## config.mk

```make
export PLATFORM = sky130hd
export DESIGN_NAME = agu_linear_addr
export DESIGN_NICKNAME = d
export VERILOG_FILES = /design/src/rtl/agu_pkg.sv /design/src/rtl/agu_regfile.sv /design/src/rtl/agu_operand.sv /design/src/rtl/agu_sum_stage.sv /design/src/rtl/agu_linear_addr.sv
export SDC_FILE = /design/constraint.sdc
export NUM_CORES = 1
export LEC_CHECK = 0
export ABC_CLOCK_PERIOD_IN_PS = 8250
export BUFFER_PORTS_ARGS = -buffer_cell sky130_fd_sc_hd__buf_2
export CAP_MARGIN = 20
export CORE_ASPECT_RATIO = 1.4
export CORE_MARGIN = 2
export CORE_UTILIZATION = 45
export DETAILED_ROUTE_END_ITERATION = 8
export MAX_ROUTING_LAYER = met4
export PLACE_DENSITY = 0.6
export SYNTH_ARGS = -nofsm -noshare
export SYNTH_HDL_FRONTEND = slang
export SYNTH_HIERARCHICAL = 1
export SYNTH_SLANG_ARGS = --single-unit
```

## constraint.sdc

```tcl
create_clock -name clk -period 8.25 [get_ports clk]
set_clock_uncertainty 0.05 [all_clocks]
set_input_delay 1.65 -clock clk [delete_from_list [all_inputs] [get_ports clk]]
set_output_delay 1.65 -clock clk [all_outputs]
set_load 0.02 [all_outputs]
```

## src/rtl/agu_pkg.sv

```systemverilog
// Package: shared types for the linear address generator.
// Assumes a 3-bit mode code and a 2-bit displacement width code.
package agu_pkg;

    typedef enum logic [2:0] {
        MD_DISP           = 3'd0,
        MD_BASE           = 3'd1,
        MD_BASE_DISP      = 3'd2,
        MD_SIDX_DISP      = 3'd3,
        MD_BASE_IDX_DISP  = 3'd4,
        MD_BASE_SIDX_DISP = 3'd5,
        MD_REL            = 3'd6,
        MD_BAD            = 3'd7
    } agu_mode_e;

    typedef enum logic [1:0] {
        DW_NONE = 2'd0,
        DW_BYTE = 2'd1,
        DW_HALF = 2'd2,
        DW_WORD = 2'd3
    } disp_width_e;

    // Which addends a mode feeds into the sum
    typedef struct packed {
        logic legal;
        logic use_pc;
        logic use_base;
        logic use_index;
        logic use_scale;
        logic use_disp;
    } addend_sel_t;

    // Map a mode code onto its addend selection
    function automatic addend_sel_t decode_mode(input logic [2:0] mode);
        addend_sel_t s;
        s = '0;
        unique case (mode)
            MD_DISP:           begin s.legal = 1'b1; s.use_disp = 1'b1; end
            MD_BASE:           begin s.legal = 1'b1; s.use_base = 1'b1; end
            MD_BASE_DISP:      begin s.legal = 1'b1; s.use_base = 1'b1; s.use_disp = 1'b1; end
            MD_SIDX_DISP:      begin s.legal = 1'b1; s.use_index = 1'b1; s.use_scale = 1'b1;
                                     s.use_disp = 1'b1; end
            MD_BASE_IDX_DISP:  begin s.legal = 1'b1; s.use_base = 1'b1; s.use_index = 1'b1;
                                     s.use_disp = 1'b1; end
            MD_BASE_SIDX_DISP: begin s.legal = 1'b1; s.use_base = 1'b1; s.use_index = 1'b1;
                                     s.use_scale = 1'b1; s.use_disp = 1'b1; end
            MD_REL:            begin s.legal = 1'b1; s.use_pc = 1'b1; s.use_disp = 1'b1; end
            default:           s = '0;
        endcase
        return s;
    endfunction

endpackage

```

## src/rtl/agu_regfile.sv

```systemverilog
// Module: agu_regfile
// A small register file with one synchronous write port and NUM_RD
// combinational read ports. A read returns the value held before a
// write in the same cycle. A read past DEPTH-1 returns zero.
// Assumes a synchronous active-low reset that clears every entry.
module agu_regfile #(
    parameter int DW     = 32,
    parameter int DEPTH  = 8,
    parameter int AW     = 3,
    parameter int NUM_RD = 2
) (
    input  logic                       clk,
    input  logic                       rst_n,
    input  logic                       we,
    input  logic [AW-1:0]              waddr,
    input  logic [DW-1:0]              wdata,
    input  logic [NUM_RD-1:0][AW-1:0]  raddr,
    output logic [NUM_RD-1:0][DW-1:0]  rdata
);

    logic [DW-1:0] entry_q [DEPTH];

    // Storage: one register per entry, written when its address matches
    for (genvar e = 0; e < DEPTH; e++) begin : g_entry
        always_ff @(posedge clk) begin
            if (!rst_n)
                entry_q[e] <= '0;
            else if (we && waddr == AW'(e))
                entry_q[e] <= wdata;
        end
    end

    // Read ports: select the addressed entry, zero when out of range
    for (genvar p = 0; p < NUM_RD; p++) begin : g_rd
        always_comb begin
            rdata[p] = '0;
            for (int e = 0; e < DEPTH; e++) begin
                if (raddr[p] == AW'(e))
                    rdata[p] = entry_q[e];
            end
        end
    end

endmodule

```

## src/rtl/agu_operand.sv

```systemverilog
// Module: agu_operand
// Builds the four addends of the linear address sum from the mode:
// the segment base or the PC, the base value, the scaled index and the
// extended displacement. Unused addends are forced to zero.
// Assumes the register values are already read and that seg_ok says
// whether the segment selector names an existing segment register.
module agu_operand
    import agu_pkg::*;
#(
    parameter int AW = 32
) (
    input  logic [2:0]    mode,
    input  logic          seg_ok,
    input  logic [AW-1:0] seg_val,
    input  logic [AW-1:0] base_val,
    input  logic [AW-1:0] index_val,
    input  logic [1:0]    scale,
    input  logic [1:0]    disp_size,
    input  logic [AW-1:0] disp,
    input  logic [AW-1:0] pc,
    output logic          legal,
    output logic [AW-1:0] term_origin,
    output logic [AW-1:0] term_base,
    output logic [AW-1:0] term_index,
    output logic [AW-1:0] term_disp
);

    addend_sel_t   sel;
    logic [AW-1:0] disp_ext;

    // Mode decode into addend enables
    always_comb sel = decode_mode(mode);

    // Displacement width selection with sign extension
    always_comb begin
        unique case (disp_width_e'(disp_size))
            DW_NONE: disp_ext = '0;
            DW_BYTE: disp_ext = {{(AW-8){disp[7]}}, disp[7:0]};
            DW_HALF: disp_ext = {{(AW-16){disp[15]}}, disp[15:0]};
            default: disp_ext = disp;
        endcase
    end

    // Legality: known mode, and an existing segment when one is needed
    always_comb legal = sel.legal && (sel.use_pc || seg_ok);

    // Addend gating per mode
    always_comb begin
        term_origin = sel.use_pc    ? pc       : seg_val;
        term_base   = sel.use_base  ? base_val : '0;
        term_disp   = sel.use_disp  ? disp_ext : '0;
        if (!sel.use_index)
            term_index = '0;
        else if (sel.use_scale)
            term_index = index_val << scale;
        else
            term_index = index_val;
    end

endmodule

```

## src/rtl/agu_sum_stage.sv

```systemverilog
// Module: agu_sum_stage
// Adds the four addends modulo 2^AW and registers the result. The
// address register loads only on a legal valid request and otherwise
// holds. The valid flag follows the request with one cycle of latency.
// Assumes a synchronous active-low reset.
module agu_sum_stage #(
    parameter int AW = 32
) (
    input  logic          clk,
    input  logic          rst_n,
    input  logic          fire,
    input  logic [AW-1:0] term_origin,
    input  logic [AW-1:0] term_base,
    input  logic [AW-1:0] term_index,
    input  logic [AW-1:0] term_disp,
    output logic          out_valid,
    output logic [AW-1:0] out_addr
);

    logic [AW-1:0] sum;

    // Three-addend-plus-origin sum, wrapping at the word width
    always_comb sum = term_origin + term_base + term_index + term_disp;

    // Output stage: valid follows fire, the address loads only on fire
    always_ff @(posedge clk) begin
        if (!rst_n) begin
            out_valid <= 1'b0;
            out_addr  <= '0;
        end else begin
            out_valid <= fire;
            if (fire)
                out_addr <= sum;
        end
    end

    // without a valid output the address register did not move
    a_r11_hold_addr: assert property (@(posedge clk) disable iff (!rst_n)
        !out_valid |-> $stable(out_addr));

endmodule

```

## src/rtl/agu_linear_addr.sv

```systemverilog
// Module: agu_linear_addr (top)
// Segmented scaled-index linear address generator. It reads the base
// and index registers and the segment base, builds the addends for the
// requested mode and registers the linear address one cycle later.
// Assumes a synchronous active-low reset and writes that take effect
// at the clock edge, so a request sees the values held before them.
module agu_linear_addr
    import agu_pkg::*;
#(
    parameter int AW      = 32,
    parameter int NUM_GPR = 8,
    parameter int NUM_SEG = 6
) (
    input  logic                        clk,
    input  logic                        rst_n,
    input  logic                        gpr_we,
    input  logic [$clog2(NUM_GPR)-1:0]  gpr_waddr,
    input  logic [AW-1:0]               gpr_wdata,
    input  logic                        seg_we,
    input  logic [$clog2(NUM_SEG)-1:0]  seg_waddr,
    input  logic [AW-1:0]               seg_wdata,
    input  logic                        req_valid,
    input  logic [2:0]                  req_mode,
    input  logic [$clog2(NUM_SEG)-1:0]  req_seg,
    input  logic [$clog2(NUM_GPR)-1:0]  req_base,
    input  logic [$clog2(NUM_GPR)-1:0]  req_index,
    input  logic [1:0]                  req_scale,
    input  logic [1:0]                  req_disp_size,
    input  logic [AW-1:0]               req_disp,
    input  logic [AW-1:0]               req_pc,
    output logic                        out_valid,
    output logic [AW-1:0]               out_addr
);

    localparam int GW = $clog2(NUM_GPR);
    localparam int SW = $clog2(NUM_SEG);
    localparam logic [SW-1:0] SEG_LAST = SW'(NUM_SEG - 1);

    logic [1:0][GW-1:0] gpr_raddr;
    logic [1:0][AW-1:0] gpr_rdata;
    logic [0:0][SW-1:0] seg_raddr;
    logic [0:0][AW-1:0] seg_rdata;
    logic               seg_ok;
    logic               legal;
    logic               fire;
    logic [AW-1:0]      t_origin, t_base, t_index, t_disp;

    // Read address routing for both register files
    always_comb begin
        gpr_raddr[0] = req_base;
        gpr_raddr[1] = req_index;
        seg_raddr[0] = req_seg;
        seg_ok       = (req_seg <= SEG_LAST);
    end

    agu_regfile #(.DW(AW), .DEPTH(NUM_GPR), .AW(GW), .NUM_RD(2)) u_gpr (
        .clk   (clk),
        .rst_n (rst_n),
        .we    (gpr_we),
        .waddr (gpr_waddr),
        .wdata (gpr_wdata),
        .raddr (gpr_raddr),
        .rdata (gpr_rdata)
    );

    agu_regfile #(.DW(AW), .DEPTH(NUM_SEG), .AW(SW), .NUM_RD(1)) u_seg (
        .clk   (clk),
        .rst_n (rst_n),
        .we    (seg_we),
        .waddr (seg_waddr),
        .wdata (seg_wdata),
        .raddr (seg_raddr),
        .rdata (seg_rdata)
    );

    agu_operand #(.AW(AW)) u_operand (
        .mode        (req_mode),
        .seg_ok      (seg_ok),
        .seg_val     (seg_rdata[0]),
        .base_val    (gpr_rdata[0]),
        .index_val   (gpr_rdata[1]),
        .scale       (req_scale),
        .disp_size   (req_disp_size),
        .disp        (req_disp),
        .pc          (req_pc),
        .legal       (legal),
        .term_origin (t_origin),
        .term_base   (t_base),
        .term_index  (t_index),
        .term_disp   (t_disp)
    );

    // Request acceptance: valid strobe qualified by legality
    always_comb fire = req_valid && legal;

    agu_sum_stage #(.AW(AW)) u_sum (
        .clk         (clk),
        .rst_n       (rst_n),
        .fire        (fire),
        .term_origin (t_origin),
        .term_base   (t_base),
        .term_index  (t_index),
        .term_disp   (t_disp),
        .out_valid   (out_valid),
        .out_addr    (out_addr)
    );

    // a known mode with an existing segment yields a valid output next cycle
    a_r9_valid_latency: assert property (@(posedge clk) disable iff (!rst_n)
        (req_valid && req_mode != MD_BAD && (req_mode == MD_REL || req_seg <= SEG_LAST))
        |=> out_valid);

    // the illegal mode code never produces a valid output
    a_r10_bad_mode: assert property (@(posedge clk) disable iff (!rst_n)
        (req_valid && req_mode == MD_BAD) |=> !out_valid);

    // no request means no valid output
    a_r10_idle: assert property (@(posedge clk) disable iff (!rst_n)
        !req_valid |=> !out_valid);

    // relative mode with a full-width displacement is PC plus displacement
    a_r7_relative: assert property (@(posedge clk) disable iff (!rst_n)
        (req_valid && req_mode == MD_REL && req_disp_size == DW_WORD)
        |=> out_addr == $past(req_pc) + $past(req_disp));

endmodule

```

# Yosys cells after proc, flatten, opt, wreduce, memory -nomap -nowiden
# Memory sizes are Yosys's and may differ from the RTL's.
# Cells that the tools add are included.
[totals]
n_memories = 2
input_bits = 155
ff_bits = 33
word_cells = 182
mem_bits_rw = 448
output_inout_bits = 33
[classes]
shift = 1
addsub = 3
n_reduce_logical = 29
order_cmp = 1
eq_ne = 39
mux = 91
n_bitwise = 14
[memory_table]
columns = ["memory", "words", "width", "rd", "rd_ports_with_merged_regs", "write_ports", "line_no", "source"]
rows = [
  ["u_gpr.entry_q", 8, 32, 8, 0, 8, "agu_regfile.sv:21", "logic [DW-1:0] entry_q [DEPTH];"],
  ["u_seg.entry_q", 6, 32, 6, 0, 6, "agu_regfile.sv:21", ""],
]
[op_table]
columns = ["cell", "count"]
rows = [
  ["$mux 32", 41],
  ["$add 32x32->32", 3],
  ["$pmux 32 s3", 1],
  ["$eq 3x3->1 const B", 19],
  ["$mux 1", 49],
  ["$eq 3x2->1 const B", 12],
  ["$shl 32x2->32", 1],
  ["$eq 3x1->1 const B", 6],
  ["$logic_not 3->1", 6],
  ["$logic_and 1x1->1", 16],
  ["$or 1x1->1", 14],
  ["$reduce_or 7->1", 1],
  ["$reduce_or 6->1", 1],
  ["$reduce_or 4->1", 1],
  ["$le 3x3->1 const B", 1],
  ["$reduce_or 3->1", 1],
  ["$eq 2x1->1 const B", 1],
  ["$eq 2x2->1 const B", 1],
  ["$logic_not 2->1", 1],
  ["$reduce_or 2->1", 1],
  ["$logic_or 1x1->1", 1],
]

# Depth between registers and ports, before layout
# Gate-level depths: netlist of run 1.
[logic_depth]
depth_word = 14
mapped_depth = 21
ltp_nobuf = 19

# By module
# The synthesis of run 1 kept the hierarchy.
[modules_own_cells]
columns = ["mod", "seq_area_each_um2", "n_inst", "area_each_um2", "cells_each"]
rows = [
  ["agu_regfile (u_gpr)", 7687.4, 1, 14217.4, 1176],
  ["agu_regfile (u_seg)", 5765.5, 1, 9233.9, 619],
  ["agu_sum_stage", 660.6, 1, 4658.2, 587],
  ["agu_operand", 0.0, 1, 2049.5, 278],
  ["agu_linear_addr", 0.0, 1, 10.0, 2],
]

# Worst setup path before layout of run 1
# No wires, ideal clock.
[synth_path]
path_kind = "in2reg"
start = "in req_index[2]"
end = "reg u_sum.out_addr[25]"
path_buffers = 2
stages = 18
arrival_ps = 5810
required_ps = 8083
setup_ps = 117
path_slack_ps = 2273
path_cell_list = "buf_2 > clkbuf_1 > o21ai_0 > a32oi_1 > and4b_1 > a22oi_1 > a21oi_1 > fa_1 > fa_1 > ha_1 > fa_1 > a21o_1 > nand4_1 > a21oi_1 > o21ai_1 > a211oi_1 > or3_1 > a32o_1"
[synth_rtl]
columns = ["element", "line_no", "source"]
rows = [
  ["start, declared", "agu_linear_addr.sv:26", "input logic [$clog2(NUM_GPR)-1:0] req_index,"],
  ["end signal, assigned", "agu_sum_stage.sv:33", "out_addr <= sum;"],
  ["end, declared", "agu_sum_stage.sv:17", "output logic [AW-1:0] out_addr"],
]

==> impl_metrics.tcl, run 1 <==
set metrics [dict create \
    ys.flop_type "edfxtp_1" \
    hold_path.class "reg -> reg" \
    cpPeakStageDelay_ps 660 \
    fmax_mhz 148 \
    drt_iter0_drc 1769 \
    slowest_stage "buf_4" \
    grt_max_degree 75 \
    critPathMaxFanout 52 \
    hold_violations 0 \
    ant_nets 0 \
    rrSetupSlack_ps 3120 \
    synth_fp_nets 2910 \
    cts_tree "done" \
    root_buffer "clkbuf_16" \
    final_common_cell "and2_1" \
    fin_crit_ps 6760 \
    finalInstanceArea_um2 33400 \
    finalWirelength_um 89700 \
    ys_ff_latch 481 \
    fillerInstances 5957 \
    postCtsSetupBuffers 0 \
    die_area_um2 69200 \
    gp_congestion 0.902 \
    die_w_um 223 \
    cts.reportedPaths.clkPinSlew_ps 60 \
    ys_warn_count 6 \
    grt_overflow_total 0 \
    register_area_um2 14100 \
    firstDrtPassIters 6 \
    finalMaxSlewViolations 0 \
    setup.worst_path.end_class "flip-flop" \
    grt_first_pass_wirelength_um 134000 \
    placed_area_um2 31800 \
    h-tree-depth 2 \
    rsz0062_at_grt "no" \
    synthCells 2662 \
    clockBufferDepth 3 \
    crit_chain "buf_4 > buf_4 > mux2i_1 > o22a_1 > a32oi_1 > mux2_2 > mux2i_1 > o21ai_0 > inv_1 > fa_1 > fa_1 > inv_1 > ha_1 > a21oi_1 > o21ai_1 > a2111oi_0 > o221ai_1 > a31oi_1 > xor2_1 > o21ai_1" \
    dr_total_vias 21300 \
    arrival_ps 7150 \
    power.leakage_nw 12.6 \
    fin_crit_sh 0.819 \
    top_level_ports 188 \
    cts_resized 0 \
    clk_latency_ps 600 \
    syn2layout_area_growth_pct 10.6 \
    mostFrequentLayoutCells "and2_1, edfxtp_1, buf_2" \
    core_um2 66600 \
    die_y_um 310 \
    syn_area_um2 30200 \
    row_count 112 \
    syn_avg_cell_area_um2 11.3 \
    finalSetupViolations 0 \
    start_util 0.453 \
    worst_pin_slew_ps 1170 \
    place_ws_ps 967 \
    drive_gt1_frac 0.190 \
    vdd_ir_drop_max_v 0.000108 \
    yosysSeqAreaShare 0.468 \
    p_per_area_nw_per_um2 221 \
    cts_hold_buf 0 \
    place.detailed.hpwl_um 59500 \
    setup_tns_ps 0 \
    cp-start-kind "input pin" \
    synth-async-reset-ratio 0 \
    grt_pass1_vias 21900 \
    cp_data_required_time_ps 8640 \
    final_core_util 0.501 \
    drv_cap 0 \
    final_nets 3000 \
    synth_edf_count 448 \
    drc_errors 0 \
    worst-setup-path-type "in -> reg" \
    synth.distinct_cells 85 \
    port-buffer-count 187 \
    slew-limit-headroom 0.218 \
    status "finished, final reports clean" \
    wire_per_inst_um 24.5 \
    multi_input_area_um2 14600 \
    track_usage 0.264 \
    routed_via_density 5.81 \
    clock_sinks 481 \
    antenna_found_initial 14 \
    cts_made_buffers 49 \
    fin_ws_ps 1490 \
]
[area by class of cell]
cell class	count	area share
clock inverters	32	0.00814
repair buffers	233	0.0398
well taps	855	0.0321
inverters	183	0.0206
multi-input cells	1804	0.436
diodes	12	0.000900
clock buffers	58	0.0391
flip-flops and latches	481	0.423
[flip-flops by register name, indices dropped and copies added (netlist names)]
signal	flops
u_sum/out_addr	32
u_sum/out_valid	1
u_gpr/entry_q	256
u_seg/entry_q	192
[routing by layer]
| layer | global-route usage | up-vias | routed length (um) |
|---|---|---|---|
| met5 | - | - | 0 |
| met2 | 0.465 | 805 | 45800 |
| li1 | - | 9757 | - |
| met1 | 0.310 | 10500 | 35800 |
| met3 | 0.0386 | 171 | 5350 |
| met4 | 0.0893 | 0 | 2770 |
[path summary, 6_finish.rpt]
| path | start | endpoint | depth (start not counted) |
|---|---|---|---|
| max reg2reg | u_gpr/entry_q[1][7]$_SDFFCE_PN0P_ | u_sum/out_addr[26]$_SDFFE_PN0P_ | 18 |
| min reg2reg | u_sum/out_addr[31]$_SDFFE_PN0P_ | u_sum/out_addr[31]$_SDFFE_PN0P_ | 2 |
| max | req_index[1] | u_sum/out_addr[30]$_SDFFE_PN0P_ | 20 |
| min | u_sum/out_addr[31]$_SDFFE_PN0P_ | u_sum/out_addr[31]$_SDFFE_PN0P_ | 2 |
[through the flow]
step / power [mW] / cells / hold slack, ps
final: 7.38 / 3658 / 404
after global routing: 7.73 / 3658 / 442
after CTS: 7.41 / 3646 / 409
after detailed placement: 5.19 / 3556 / 400
after global placement: 5.15 / 3556 / 396
after floorplan: 4.52 / 2662 / 473
[cell usage after synthesis (5+ instances only)]
cell / instances / share of area
buf_4: 16 / 0.0040
o21a_1: 18 / 0.0045
mux2_1: 24 / 0.0090
nand4_1: 11 / 0.0023
and2_1: 495 / 0.10
nand2b_1: 36 / 0.0075
o22ai_1: 33 / 0.0068
o22a_1: 19 / 0.0055
nand3b_1: 10 / 0.0025
a21o_1: 12 / 0.0030
ha_1: 31 / 0.013
xnor2_1: 18 / 0.0052
o21ai_0: 166 / 0.028
o21ai_1: 17 / 0.0028
xor2_1: 7 / 0.0020
mux2_2: 112 / 0.042
nand3_1: 10 / 0.0017
nor2_1: 45 / 0.0056
nand2_1: 144 / 0.018
mux2i_1: 111 / 0.037
buf_2: 49 / 0.0081
nor2b_1: 53 / 0.011
a22o_1: 53 / 0.015
a21oi_1: 77 / 0.013
a32oi_1: 49 / 0.014
buf_6: 26 / 0.0097
edfxtp_1: 448 / 0.45
mux4_1: 21 / 0.018
buf_1: 5 / 0.00062
fa_1: 62 / 0.041
o31ai_1: 6 / 0.0015
a211oi_1: 6 / 0.0015
nor3_1: 14 / 0.0023
dfxtp_1: 33 / 0.022
a221oi_2: 30 / 0.015
clkbuf_1: 95 / 0.012
a31oi_1: 7 / 0.0015
o32ai_2: 30 / 0.016
o21bai_1: 6 / 0.0015
inv_1: 180 / 0.022
[worst max-delay path: cells and delay by family]
| family | cells | cell delay [ps] |
|---|---|---|
| AO/OA/AOI/OAI | 9 | 2110 |
| XOR/XNOR | 1 | 180 |
| adder cells (fa/ha/maj) | 3 | 1320 |
| buffers and inverters | 4 | 1190 |
| multiplexers | 3 | 590 |
[power breakdown]
group          internal [mW]  total (mW)  switching [mW]
Sequential              2.87        2.97          0.0954
Combinational          0.826        2.19            1.36
Clock                   1.25        2.22           0.969
[logic make-up after synthesis]
family	after synthesis	share of synthesized area
mux	272	0.109
simple gates	849	0.163
compound gates	563	0.141
xor+xnor	27	0.00834
buf+inv	377	0.0578
flops	481	0.468
fa+ha+maj	93	0.0540
Power figures use the tool's default switching activity.
==> run 2, diff against run 1 <==
--- a/config.mk
+++ b/config.mk
@@ -5,7 +5,7 @@
 export SDC_FILE = /design/constraint.sdc
 export NUM_CORES = 1
 export LEC_CHECK = 0
-export ABC_CLOCK_PERIOD_IN_PS = 8250
+export ABC_CLOCK_PERIOD_IN_PS = 5450
 export BUFFER_PORTS_ARGS = -buffer_cell sky130_fd_sc_hd__buf_2
 export CAP_MARGIN = 20
 export CORE_ASPECT_RATIO = 1.4
@@ -13,7 +13,7 @@
 export CORE_UTILIZATION = 45
 export DETAILED_ROUTE_END_ITERATION = 8
 export MAX_ROUTING_LAYER = met4
-export PLACE_DENSITY = 0.6
+export PLACE_DENSITY = 0.62
 export SYNTH_ARGS = -nofsm -noshare
 export SYNTH_HDL_FRONTEND = slang
 export SYNTH_HIERARCHICAL = 1
==> constraint.sdc (replaced) <==
create_clock -name clk -period 5.45 [get_ports clk]
set_clock_uncertainty 0.05 [all_clocks]
set_input_delay 1.09 -clock clk [delete_from_list [all_inputs] [get_ports clk]]
set_output_delay 1.09 -clock clk [all_outputs]
set_load 0.02 [all_outputs]
==> run 2 against run 1 <==
  * Global-route usage rose by 0.47 points
  * Clock power rose by 51%
  * Routed wire length rose by 1.9%
  * Critical path depth rose by 1
  * Final cell count rose by 6.5%
  * First-iteration DRC count fell by 7.0%
  * Utilization rose by 3.4 points
  * Power rose by 62%
  * Die area did not move
  * Critical endpoint is now u_sum/out_addr[31]$_SDFFE_PN0P_
  * Largest cell class unchanged
==> impl_metrics.tcl, run 2 (same netlist as run 1, synthesis figures left out) <==
set metrics [dict create \
    syn2layout_area_growth_pct 18.0 \
    die_area_um2 69200 \
    fillerInstances 5734 \
    hold_violations 0 \
    grt_overflow_total 0 \
    drv_cap 0 \
    root_buffer "clkbuf_16" \
    fin_crit_sh 0.974 \
    fmax_mhz 188 \
    die_w_um 223 \
    final_nets 3238 \
    multi_input_area_um2 14700 \
    firstDrtPassIters 7 \
    cts.reportedPaths.clkPinSlew_ps 60 \
    place.detailed.hpwl_um 64800 \
    power.leakage_nw 13.9 \
    clock_sinks 481 \
    routed_via_density 5.69 \
    largest_register_ff_count 256 \
    die_y_um 310 \
    regMostFlops "u_gpr/entry_q" \
    register_area_um2 14100 \
    final_core_util 0.535 \
    drc_errors 0 \
    fin_crit_ps 5310 \
    p_per_area_nw_per_um2 335 \
    h-tree-depth 2 \
    reg.largest.list "u_gpr/entry_q (256), u_seg/entry_q (192), u_sum/out_addr (32)" \
    start_util 0.453 \
    final_common_cell "and2_1" \
    dr_total_vias 22200 \
    cp_data_required_time_ps 5860 \
    drive_gt1_frac 0.260 \
    critPathMaxFanout 19 \
    top_level_ports 188 \
    place_ws_ps -610 \
    hold_path.class "reg -> reg" \
    core_um2 66600 \
    vdd_ir_drop_max_v 0.000190 \
    cts_tree "done" \
    min_path_cells 2 \
    reg2reg_depth 19 \
    cp-start-kind "input pin" \
    grt_max_degree 48 \
    finalWirelength_um 91400 \
    clockBufferDepth 3 \
    drt_iter0_drc 1646 \
    gp_congestion 0.912 \
    fin_ws_ps 142 \
    worst_pin_slew_ps 1190 \
    wire_per_inst_um 23.5 \
    setup.worst_path.end_class "flip-flop" \
    arrival_ps 5710 \
    antenna_found_initial 11 \
    cts_made_buffers 47 \
    track_usage 0.269 \
    cts_hold_buf 0 \
    grt_first_pass_wirelength_um 136000 \
    finalMaxSlewViolations 0 \
    worst-setup-path-type "in -> reg" \
    grt_pass1_vias 23000 \
    mostFrequentLayoutCells "and2_1, edfxtp_1, buf_4" \
    slew-limit-headroom 0.203 \
    setup_tns_ps 0 \
    row_count 112 \
    clk_latency_ps 610 \
    ant_nets 0 \
    status "finished, final reports clean" \
    port-buffer-count 187 \
    finalSetupViolations 0 \
]
run 2: changes by cell type in the layout (fill, tap and decap cells not counted), sizes merged:
| cell | previous run | this run |
|---|---|---|
| clkbuf | 58 | 56 |
| diode | 12 | 15 |
| clkinvlp | 4 | 1 |
| buf | 233 | 473 |
| inv | 185 | 184 |
| clkinv | 22 | 20 |
| bufinv | 4 | 7 |
run 2: cell type report:
cell class | count | share of cell area
Antenna cell | 15 | 0.00105
Timing Repair Buffer | 473 | 0.0969
Clock inverter | 29 | 0.0102
Multi-Input combinational cell | 1804 | 0.412
Inverter | 183 | 0.0193
Clock buffer | 56 | 0.0340
Tap cell | 855 | 0.0301
Sequential cell | 481 | 0.396
run 2: path summary, 6_finish.rpt:
kind                                     start                         endpoint  slack, ps
min reg2reg    u_sum/out_addr[31]$_SDFFE_PN0P_  u_sum/out_addr[31]$_SDFFE_PN0P_        390
min            u_sum/out_addr[31]$_SDFFE_PN0P_  u_sum/out_addr[31]$_SDFFE_PN0P_        390
max reg2reg  u_gpr/entry_q[1][1]$_SDFFCE_PN0P_  u_sum/out_addr[31]$_SDFFE_PN0P_        540
max                               req_index[1]  u_sum/out_addr[31]$_SDFFE_PN0P_        140
run 2: critical path, stage by stage:
cell and delay [ps]:
buf_4 140, buf_12 160, buf_4 140, o21ai_0 220, a32oi_2 200, mux2_2 320
or2_2 270, a32o_1 240, inv_1 80, fa_1 410, inv_1 80, fa_1 410
ha_1 310, a21o_1 140, nand4_1 170, buf_4 200, a2111oi_4 390, o41a_1 370
o221ai_2 150, xnor2_1 150, o21ai_1 70
run 2: routing by layer:
layer  up-vias  wire (um)  global-route usage
li1      10200          -                   -
met1     10900      34400               0.299
met2       780      47800               0.484
met3       223       5550              0.0398
met4         0       3640               0.110
met5         -          0                   -
run 2: timing repair:
action	4_1_cts	5_1_grt
resized for setup	1	28
setup endpoints to repair	1	16
setup buffers	0	1
hold endpoints to repair	0	0
pin swaps	0	14
run 2: where the power goes:
part / internal, mW / switching [mW] / total, mW
registers: 4.35 / 0.148 / 4.50
clock network: 1.93 / 1.43 / 3.36
logic: 1.84 / 2.23 / 4.07
run 2: through the flow:
step	cells	cell area (um2)	power, mW	hold slack (ps)
final	3896	35600	11.9	391
after global placement	3795	33800	8.48	391
after detailed placement	3795	33800	8.56	385
after CTS	3880	35400	11.9	394
after floorplan	2662	30200	6.85	473
after global routing	3895	35600	12.5	403
